File: config.mk
export PLATFORM = sky130hd
export DESIGN_NAME = bcled_scan_driver
export DESIGN_NICKNAME = d
export VERILOG_FILES = /design/src/rtl/bcl_pkg.sv /design/src/rtl/bcl_scan_timer.sv /design/src/rtl/bcl_frame_latch.sv /design/src/rtl/bcl_col_drive.sv /design/src/rtl/bcl_line_drive.sv /design/src/rtl/bcled_scan_driver.sv
export SDC_FILE = /design/constraint.sdc
export NUM_CORES = 1
export LEC_CHECK = 0
export ABC_AREA = 0
export BUFFER_PORTS_ARGS = -buffer_cell sky130_fd_sc_hd__buf_2
export CAP_MARGIN = 20
export CORE_ASPECT_RATIO = 0.7
export CORE_MARGIN = 4
export CORE_UTILIZATION = 59
export DETAILED_ROUTE_END_ITERATION = 16
export PLACE_DENSITY_LB_ADDON = 0.2
export SKIP_CTS_REPAIR_TIMING = 1
export SLEW_MARGIN = 20
export SYNTH_ARGS = -nofsm -noshare
export SYNTH_HDL_FRONTEND = slang
export SYNTH_SLANG_ARGS = --single-unit
File: constraint.sdc
create_clock -name clk_i -period 2.9 [get_ports clk_i]
set_input_delay 0.145 -clock clk_i [delete_from_list [all_inputs] [get_ports clk_i]]
set_output_delay 0.145 -clock clk_i [all_outputs]
set_load 0.005 [all_outputs]
File: src/rtl/bcl_pkg.sv
package bcl_pkg;

  typedef enum logic [1:0] {
    COLOR_DARK   = 2'b00,
    COLOR_GREEN  = 2'b01,
    COLOR_RED    = 2'b10,
    COLOR_ORANGE = 2'b11
  } color_e;

  typedef enum logic [1:0] {
    PH_DARK  = 2'd0,
    PH_GREEN = 2'd1,
    PH_RED   = 2'd2
  } phase_e;

  function automatic logic wants_green(input color_e c);
    return (c == COLOR_GREEN) || (c == COLOR_ORANGE);
  endfunction

  function automatic logic wants_red(input color_e c);
    return (c == COLOR_RED) || (c == COLOR_ORANGE);
  endfunction

endpackage

File: src/rtl/bcl_scan_timer.sv
module bcl_scan_timer #(
  parameter int SLOT    = 62500,
  parameter int NUM_COL = 4,
  parameter int CNT_W   = $clog2(SLOT),
  parameter int COL_W   = (NUM_COL > 1) ? $clog2(NUM_COL) : 1
) (
  input  logic             clk_i,
  input  logic             rst_n_i,
  output logic [CNT_W-1:0] cnt_o,
  output logic [COL_W-1:0] col_o,
  output logic             slot_end_o
);

  localparam logic [CNT_W-1:0] CNT_LAST = CNT_W'(SLOT - 1);
  localparam logic [COL_W-1:0] COL_LAST = COL_W'(NUM_COL - 1);

  logic [CNT_W-1:0] cnt_q;
  logic [COL_W-1:0] col_q;

  assign slot_end_o = (cnt_q == CNT_LAST);
  assign cnt_o      = cnt_q;
  assign col_o      = col_q;

  always_ff @(posedge clk_i or negedge rst_n_i) begin
    if (!rst_n_i) begin
      cnt_q <= '0;
      col_q <= '0;
    end else if (slot_end_o) begin
      cnt_q <= '0;
      col_q <= (col_q == COL_LAST) ? '0 : col_q + 1'b1;
    end else begin
      cnt_q <= cnt_q + 1'b1;
    end
  end

  // slot counter stays inside the slot
  a_r2_cnt_bound: assert property (@(posedge clk_i) disable iff (!rst_n_i)
    cnt_q <= CNT_LAST);

  // column index stays inside the matrix
  a_r2_col_bound: assert property (@(posedge clk_i) disable iff (!rst_n_i)
    col_q <= COL_LAST);

  // the end of a slot restarts the count and moves to the next column
  a_r2_col_advance: assert property (@(posedge clk_i) disable iff (!rst_n_i)
    slot_end_o |=> (cnt_q == '0) &&
                   (col_q == (($past(col_q) == COL_LAST) ? '0 : $past(col_q) + 1'b1)));

endmodule

File: src/rtl/bcl_frame_latch.sv
module bcl_frame_latch #(
  parameter int SLOT    = 62500,
  parameter int STATE_W = 16,
  parameter int PCT_W   = 7,
  parameter int ON_W    = $clog2(SLOT + 1)
) (
  input  logic               clk_i,
  input  logic               rst_n_i,
  input  logic               load_i,
  input  logic [STATE_W-1:0] state_i,
  input  logic [PCT_W-1:0]   pct_i,
  output logic [STATE_W-1:0] state_o,
  output logic [ON_W-1:0]    on_o,
  output logic [ON_W-1:0]    half_o
);

  localparam int             PROD_W  = ON_W + PCT_W;
  localparam logic [PCT_W-1:0] PCT_MAX = PCT_W'(100);

  logic [PCT_W-1:0]   pct_clamped;
  logic [PROD_W-1:0]  prod;
  logic [ON_W-1:0]    on_next;
  logic [STATE_W-1:0] state_q;
  logic [ON_W-1:0]    on_q;
  logic [ON_W-1:0]    half_q;

  always_comb begin
    pct_clamped = (pct_i > PCT_MAX) ? PCT_MAX : pct_i;
    prod        = PROD_W'(SLOT) * PROD_W'(pct_clamped);
    on_next     = ON_W'(prod / PROD_W'(100));
  end

  always_ff @(posedge clk_i or negedge rst_n_i) begin
    if (!rst_n_i) begin
      state_q <= '0;
      on_q    <= '0;
      half_q  <= '0;
    end else if (load_i) begin
      state_q <= state_i;
      on_q    <= on_next;
      half_q  <= on_next >> 1;
    end
  end

  assign state_o = state_q;
  assign on_o    = on_q;
  assign half_o  = half_q;

  // captured values hold steady between slot boundaries
  a_r7_hold_mid_slot: assert property (@(posedge clk_i) disable iff (!rst_n_i)
    !load_i |=> $stable(state_q) && $stable(on_q) && $stable(half_q));

  // lit time never exceeds the slot, whatever the brightness input
  a_r10_on_capped: assert property (@(posedge clk_i) disable iff (!rst_n_i)
    on_q <= ON_W'(SLOT));

  // the green half never exceeds the lit time
  a_r4_half_within_on: assert property (@(posedge clk_i) disable iff (!rst_n_i)
    half_q <= on_q);

endmodule

File: src/rtl/bcl_col_drive.sv
module bcl_col_drive #(
  parameter int NUM_COL = 4,
  parameter int COL_W   = (NUM_COL > 1) ? $clog2(NUM_COL) : 1
) (
  input  logic               clk_i,
  input  logic               rst_n_i,
  input  bcl_pkg::phase_e    phase_i,
  input  logic [COL_W-1:0]   col_i,
  output logic [NUM_COL-1:0] col_bus_o
);

  import bcl_pkg::*;

  logic [NUM_COL-1:0] sel;
  logic [NUM_COL-1:0] bus_next;
  logic [NUM_COL-1:0] bus_q;

  always_comb begin
    sel = '0;
    sel[col_i] = 1'b1;
    case (phase_i)
      PH_GREEN: bus_next = sel;
      PH_RED:   bus_next = ~sel;
      default:  bus_next = '0;
    endcase
  end

  always_ff @(posedge clk_i or negedge rst_n_i) begin
    if (!rst_n_i) bus_q <= '0;
    else          bus_q <= bus_next;
  end

  assign col_bus_o = bus_q;

  // a dark cycle leaves every column low
  a_r3_dark_columns: assert property (@(posedge clk_i) disable iff (!rst_n_i)
    (phase_i == PH_DARK) |=> (col_bus_o == '0));

  // in the green phase exactly one column is high
  a_r4_one_column_high: assert property (@(posedge clk_i) disable iff (!rst_n_i)
    (phase_i == PH_GREEN) |=> $onehot(col_bus_o));

endmodule

File: src/rtl/bcl_line_drive.sv
module bcl_line_drive #(
  parameter int NUM_COL  = 4,
  parameter int NUM_LINE = 2,
  parameter int COL_W    = (NUM_COL > 1) ? $clog2(NUM_COL) : 1,
  parameter int STATE_W  = 2 * NUM_COL * NUM_LINE
) (
  input  logic                clk_i,
  input  logic                rst_n_i,
  input  bcl_pkg::phase_e     phase_i,
  input  logic [COL_W-1:0]    col_i,
  input  logic [STATE_W-1:0]  state_i,
  output logic [NUM_LINE-1:0] line_o,
  output logic [NUM_LINE-1:0] line_en_o
);

  import bcl_pkg::*;

  localparam int NUM_LED = NUM_COL * NUM_LINE;
  localparam int IDX_W   = (NUM_LED > 1) ? $clog2(NUM_LED) : 1;

  for (genvar g = 0; g < NUM_LINE; g++) begin : g_line
    logic [IDX_W-1:0] led_idx;
    color_e           code;
    logic             en_next;
    logic             lvl_next;
    logic             en_q;
    logic             lvl_q;

    always_comb begin
      led_idx = IDX_W'(g * NUM_COL + NUM_COL - 1) - IDX_W'(col_i);
      code    = color_e'(state_i[{led_idx, 1'b0} +: 2]);
      case (phase_i)
        PH_GREEN: begin
          en_next  = wants_green(code);
          lvl_next = 1'b0;
        end
        PH_RED: begin
          en_next  = wants_red(code);
          lvl_next = wants_red(code);
        end
        default: begin
          en_next  = 1'b0;
          lvl_next = 1'b0;
        end
      endcase
    end

    always_ff @(posedge clk_i or negedge rst_n_i) begin
      if (!rst_n_i) begin
        en_q  <= 1'b0;
        lvl_q <= 1'b0;
      end else begin
        en_q  <= en_next;
        lvl_q <= lvl_next;
      end
    end

    assign line_en_o[g] = en_q;
    assign line_o[g]    = lvl_q;

    // a line enabled in the green phase pulls low
    a_r4_green_pulls_low: assert property (@(posedge clk_i) disable iff (!rst_n_i)
      (phase_i == PH_GREEN) |=> !line_o[g]);

    // dark cycles release every line
    a_r3_dark_release: assert property (@(posedge clk_i) disable iff (!rst_n_i)
      (phase_i == PH_DARK) |=> !line_en_o[g]);

    // a line that is released sits at a low level
    a_r6_released_low: assert property (@(posedge clk_i) disable iff (!rst_n_i)
      !line_en_o[g] |-> !line_o[g]);
  end

endmodule

File: src/rtl/bcled_scan_driver.sv
module bcled_scan_driver #(
  parameter int NUM_COL    = 4,
  parameter int NUM_LINE   = 2,
  parameter int CLK_HZ     = 62_500_000,
  parameter int REFRESH_HZ = 250
) (
  input  logic                            clk_i,
  input  logic                            rst_n_i,
  input  logic [2*NUM_COL*NUM_LINE-1:0]   led_state_i,
  input  logic [6:0]                      intensity_i,
  output logic [NUM_COL-1:0]              col_o,
  output logic [NUM_LINE-1:0]             line_o,
  output logic [NUM_LINE-1:0]             line_en_o
);

  import bcl_pkg::*;

  localparam int SLOT    = CLK_HZ / (REFRESH_HZ * NUM_COL);
  localparam int CNT_W   = (SLOT > 1) ? $clog2(SLOT) : 1;
  localparam int ON_W    = $clog2(SLOT + 1);
  localparam int COL_W   = (NUM_COL > 1) ? $clog2(NUM_COL) : 1;
  localparam int STATE_W = 2 * NUM_COL * NUM_LINE;
  localparam int PCT_W   = 7;

  logic [CNT_W-1:0]   cnt;
  logic [COL_W-1:0]   col;
  logic               slot_end;
  logic [STATE_W-1:0] state_cap;
  logic [ON_W-1:0]    on_len;
  logic [ON_W-1:0]    half_len;
  logic [ON_W-1:0]    pos;
  phase_e             phase;

  bcl_scan_timer #(
    .SLOT    (SLOT),
    .NUM_COL (NUM_COL),
    .CNT_W   (CNT_W),
    .COL_W   (COL_W)
  ) u_timer (
    .clk_i      (clk_i),
    .rst_n_i    (rst_n_i),
    .cnt_o      (cnt),
    .col_o      (col),
    .slot_end_o (slot_end)
  );

  bcl_frame_latch #(
    .SLOT    (SLOT),
    .STATE_W (STATE_W),
    .PCT_W   (PCT_W),
    .ON_W    (ON_W)
  ) u_latch (
    .clk_i   (clk_i),
    .rst_n_i (rst_n_i),
    .load_i  (slot_end),
    .state_i (led_state_i),
    .pct_i   (intensity_i),
    .state_o (state_cap),
    .on_o    (on_len),
    .half_o  (half_len)
  );

  always_comb begin
    pos = ON_W'(cnt);
    if (pos < half_len)    phase = PH_GREEN;
    else if (pos < on_len) phase = PH_RED;
    else                   phase = PH_DARK;
  end

  bcl_col_drive #(
    .NUM_COL (NUM_COL),
    .COL_W   (COL_W)
  ) u_cols (
    .clk_i     (clk_i),
    .rst_n_i   (rst_n_i),
    .phase_i   (phase),
    .col_i     (col),
    .col_bus_o (col_o)
  );

  bcl_line_drive #(
    .NUM_COL  (NUM_COL),
    .NUM_LINE (NUM_LINE),
    .COL_W    (COL_W),
    .STATE_W  (STATE_W)
  ) u_lines (
    .clk_i     (clk_i),
    .rst_n_i   (rst_n_i),
    .phase_i   (phase),
    .col_i     (col),
    .state_i   (state_cap),
    .line_o    (line_o),
    .line_en_o (line_en_o)
  );

  // a line pulled low while enabled sees exactly one high column
  a_r4_green_polarity: assert property (@(posedge clk_i) disable iff (!rst_n_i)
    (|(line_en_o & ~line_o)) |-> ($countones(col_o) == 1));

  // a line driven high while enabled sees exactly one low column
  a_r5_red_polarity: assert property (@(posedge clk_i) disable iff (!rst_n_i)
    (|(line_en_o & line_o)) |-> ($countones(col_o) == NUM_COL - 1));

  // reset leaves every line released on the following edge
  a_r8_reset_release: assert property (@(posedge clk_i)
    !rst_n_i |=> (line_en_o == '0));

endmodule

==> impl_metrics.ini, run 1 <==
[status]
status = aborted with a tool error
lastStage = global routing (5_1_grt)
error = [ERROR DPL-0038] Utilization greater than 100%, impossible to legalize

[floorplan]
die_h_um = 112
initial_core_util_pct = 61.0
floorplan.rows = 37
pin_count = 33
fp.dieW_um = 156

[synthesis]
ys_top_cells_by_count = nand2_1 (151), ha_1 (86), nor2_1 (70)
syn-num-nets = 1277
syn_area_sq_um = 9090
synth_top_area_cell = dfrtp_1
ys_seq_area_share_pct = 16.0
synth_edf_count = 0
netlist.area_leader.share_pct = 16.0
avgSynthCellArea_sq_um = 7.87
ys_types = 111
yosys.area_share.simple_pct = 25.4
synth_top_family_by_area = compound AO/OA/AOI/OAI gates
synth.most_common_cell = nand2_1
netlist_top_cells_area = dfrtp_1 (16%), ha_1 (12%), nand2_1 (6.2%), xnor2_1 (4.1%), o21ai_0 (3.4%)
synth_seq_cells = 58
ys_warn_count = 0
synth-adder-area-share_pct = 14.5
synth_xor_area_share_pct = 6.05
async_flop_share_pct = 100
synthCells = 1155
synth-main-ff-cell = dfrtp_1
synth-compound-area-share_pct = 31.0
synthMuxAreaShare_pct = 3.14

[clock_network]
cts-buffers-inserted = 9
cts-htree-levels = 3
clock-root-buffer = clkbuf_16
clockBufferDepth = 2
cts_sinks = 58

[grt]
grt_max_degree = 32

[placement]
preCtsSetupSlack_ns = -11.56
globalplace.congestion = 0.978
port_buffers = 32
place_hpwl_um = 25400

[sta]
worstEpCategory = sequential cell input
grt-worst-endpoint = u_latch.on_o[0]$_DFFE_PN0N_/D
## cells by family after synthesis
logic type	Yosys count
muxes	22
adders and majority gates	99
and+or+nand+nor	457
buffers and inverters	86
DFF	58
AOI/OAI and AO/OA	371
xor gates and xnor gates	62
## through the flow
stage / std cells / hold WS, ns / cell area (sq um) / util, %
2_1_floorplan: 1155 / -0.151 / 9340 / -
3_3_place_gp: 1741 / 0.192 / 12500 / 84.1
3_5_place_dp: 1741 / 0.205 / 12500 / 84.1
4_1_cts: 1755 / -0.132 / 12900 / 86.3
==> run 2, diff against run 1 <==
Settings changed: CORE_ASPECT_RATIO 0.7 to not set, CORE_UTILIZATION 59 to 40, PLACE_DENSITY_LB_ADDON 0.2 to 0.15.
Clock period 2.9 ns to 3.8 ns, I/O delays scaled along.
==> impl_metrics.ini, run 2 <==
[clock_network]
clk_pin_slew_worst_paths_ns = 0.06
insertion_delay_ns = 0.33
cts_tree = built
clock-root-buffer = clkbuf_16
cts-buffers-inserted = 9
cts_sinks = 58
cts-htree-levels = 3
clockBufferDepth = 2

[sta]
skew_ns = 0.0121
fin_crit_ns = 13.56
fmax_ghz = 0.0738
finalCritPeriodShare_pct = 357
slew-limit-headroom_pct = 61.8
slew_violations = 0
finalHoldViolations = 0
setup_violations = 16
rsz0062_at_grt = true
setup_ws_ns = -9.76
tightest_slew_ns = 0.574

[status]
status = finished with violations
violations = setup timing

[routing]
routed_wl_um = 31200
route.detailed.drc = 0
first_iter_violations = 704
via_per_inst = 5.67
top_layer = met4
routed-wl-met2_um = 14800
first_pass_iters = 5
met3_length_um = 904
drt-met1-wl_um = 14900
vias = 10616
wl_per_cell_um = 16.7
antenna_left = 0

[floorplan]
die_area_sq_um = 25200
pin_count = 33
initial_core_util_pct = 41.2
fp.dieW_um = 159
die_h_um = 159
floorplan.rows = 54
coreArea_sq_um = 22100

[grt]
grt_pass1_wl_um = 47000
grt_overflow = 0
grt_max_degree = 43
grt_pass1_vias = 9760
antenna_found_initial = 0
grt.total_usage_pct = 21.7

[synthesis]
syn-num-nets = 1277
ys_types = 111
synth_edf_count = 0
synth.most_common_cell = nand2_1
ys_top_cells_by_count = nand2_1 (151), ha_1 (86), nor2_1 (70)
avgSynthCellArea_sq_um = 7.87
ys_seq_area_share_pct = 16.0
synth-main-ff-cell = dfrtp_1
async_flop_share_pct = 100
syn_area_sq_um = 9090
netlist.area_leader.share_pct = 16.0
synth_top_area_cell = dfrtp_1
netlist_top_cells_area = dfrtp_1 (16%), ha_1 (12%), nand2_1 (6.2%), xnor2_1 (4.1%), o21ai_0 (3.4%)
synth_seq_cells = 58
synthCells = 1155
ys_warn_count = 0

[final_layout]
multiInputGateArea_sq_um = 8710
layout_commonest_cell = buf_4
mostFrequentLayoutCells = buf_4 (406), nand2_1 (136), ha_1 (79), nor2_1 (60), dfrtp_1 (58)
drive_gt1_share_pct = 46.5
fillers = 1849
seq_area_sq_um = 1450
nNetsFinal = 1709
n_antenna_cell = 0
areaGrowthSynthToFinish_pct = 59.4
fin_cells = 1871

[flow_run]
maxCapViolations = 0

[min_path]
min_path_type = primary input to flip-flop

[placement]
port_buffers = 32
place_hpwl_um = 23400
place_inst = 1804
globalplace.congestion = 0.919

[critical_path]
start_kind = primary input
crit_fanout = 10
end_kind = flip-flop
arrival_ns = 13.81
crit_path_frequent_cell = buf_4
cp.required_ns = 4.05
crit_path_top_delay_cell = or4_4
path_class = primary input to flip-flop
slowest_delay_ns = 0.54
run 2: cell counts after synthesis:
No cell type changed its count.
run 2: layout make-up:
cell class	count	area share (%)
tap	280	2.42
multi-input combinational	1011	60.1
timing repair buffer	462	24.1
sequential	58	10.0
inverter	45	1.18
clock inverter	5	0.544
clock buffer	10	1.65
run 2: worst paths after layout:
check | from | end | slack (ns) | cells after the start
setup / recovery | intensity_i[2] | u_latch.on_o[0] | -9.76 | 58
hold / removal | led_state_i[13] | u_latch.state_o[13] | 0.06 | 3
setup reg to reg | u_timer.cnt_o[1] | u_cols.col_bus_o[0] | 0.40 | 22
hold reg to reg | u_latch.state_o[15] | u_latch.state_o[15] | 0.46 | 2
max in group asynchronous | rst_n_i | u_latch.on_o[11] | 2.53 | 3
min in group asynchronous | rst_n_i | u_cols.col_bus_o[3] | 0.33 | 2
run 2: critical path: cells and delay by family:
kind	cells	cell delay [ns]
AO/OA/AOI/OAI	24	5.81
AND/OR/NAND/NOR	16	3.53
adder cells (fa/ha/maj)	6	2.34
XOR/XNOR	1	0.21
buffers and inverters	9	1.26
multiplexers	2	0.44
run 2: logic make-up (layout without fill, tap and decap cells):
family / count (synthesis) / after routing / share of synthesized area [%]
AND/OR/NAND/NOR: 457 / 457 / 25.4
AO/OA/AOI/OAI: 371 / 371 / 31.0
adder cells (fa/ha/maj): 99 / 99 / 14.5
buffers and inverters: 86 / 522 / 3.96
XOR/XNOR: 62 / 62 / 6.05
flip-flops: 58 / 58 / 16.0
multiplexers: 22 / 22 / 3.14
run 2: metrics by stage:
stage	util, %	hold slack, ns	TNS, ns	setup WS [ns]	instance area (sq um)
after floorplan	-	-0.106	-90.28	-9.75	9330
after global placement	56.4	0.153	-97.92	-10.17	12500
after detailed placement	56.4	0.160	-101.18	-10.44	12500
after CTS	57.9	-0.193	-96.42	-10.16	12800
after global routing	65.6	0.0598	-97.00	-10.21	14500
final	65.6	0.0571	-91.51	-9.76	14500
run 2: layer usage:
layer,global-route usage [%],vias up
li1,-,5274
met1,31.2,5075
met2,35.2,224
met3,2.49,43
met4,5.17,0
met5,0,-
Power of run 2 is not shown: default switching activity piles up to over one toggle a cycle in this logic, so the estimate is an artifact.
==> run 3, diff against run 2 <==
Settings changed: ABC_CLOCK_PERIOD_IN_PS set to 3800, CELL_PAD_IN_SITES_DETAIL_PLACEMENT set to 2, CELL_PAD_IN_SITES_GLOBAL_PLACEMENT set to 2, CORE_UTILIZATION 40 to 39.
==> impl_metrics.ini, run 3 <==
[synthesis]
avgSynthCellArea_sq_um = 7.87
ys_top_cells_by_count = nand2_1 (151), ha_1 (86), nor2_1 (70)
ys_warn_count = 0
netlist.area_leader.share_pct = 16.0
ys_types = 111
synth_top_family_by_area = compound AO/OA/AOI/OAI gates
syn_area_sq_um = 9090
synth_seq_cells = 58
synth.most_common_cell = nand2_1
ys_seq_area_share_pct = 16.0
async_flop_share_pct = 100
synthMuxAreaShare_pct = 3.14
synth_xor_area_share_pct = 6.05
synth-compound-area-share_pct = 31.0
synth_edf_count = 0
netlist_top_cells_area = dfrtp_1 (16%), ha_1 (12%), nand2_1 (6.2%), xnor2_1 (4.1%), o21ai_0 (3.4%)
syn-num-nets = 1277
synth_top_area_cell = dfrtp_1
synth-main-ff-cell = dfrtp_1
synth-adder-area-share_pct = 14.5
yosys.area_share.simple_pct = 25.4
synthCells = 1155

[placement]
port_buffers = 32
globalplace.congestion = 0.890
place_hpwl_um = 40600

[floorplan]
initial_core_util_pct = 39.9
floorplan.rows = 55
pin_count = 33
fp.dieW_um = 161
die_h_um = 161

[status]
error = [ERROR DPL-0033] detailed placement checks failed during check placement.
lastStage = detailed placement (3_5_place_dp)
status = aborted with a tool error
==> run 3: metrics by stage <==
step              hold slack, ns  instances
floorplan                 -0.106       1155
global placement           0.132       1838
==> run 3: cell families after synthesis <==
kind of cell    Yosys count
fa+ha+maj                99
buf+inv                  86
compound gates          371
xor+xnor                 62
simple gates            457
flops                    58
mux                      22
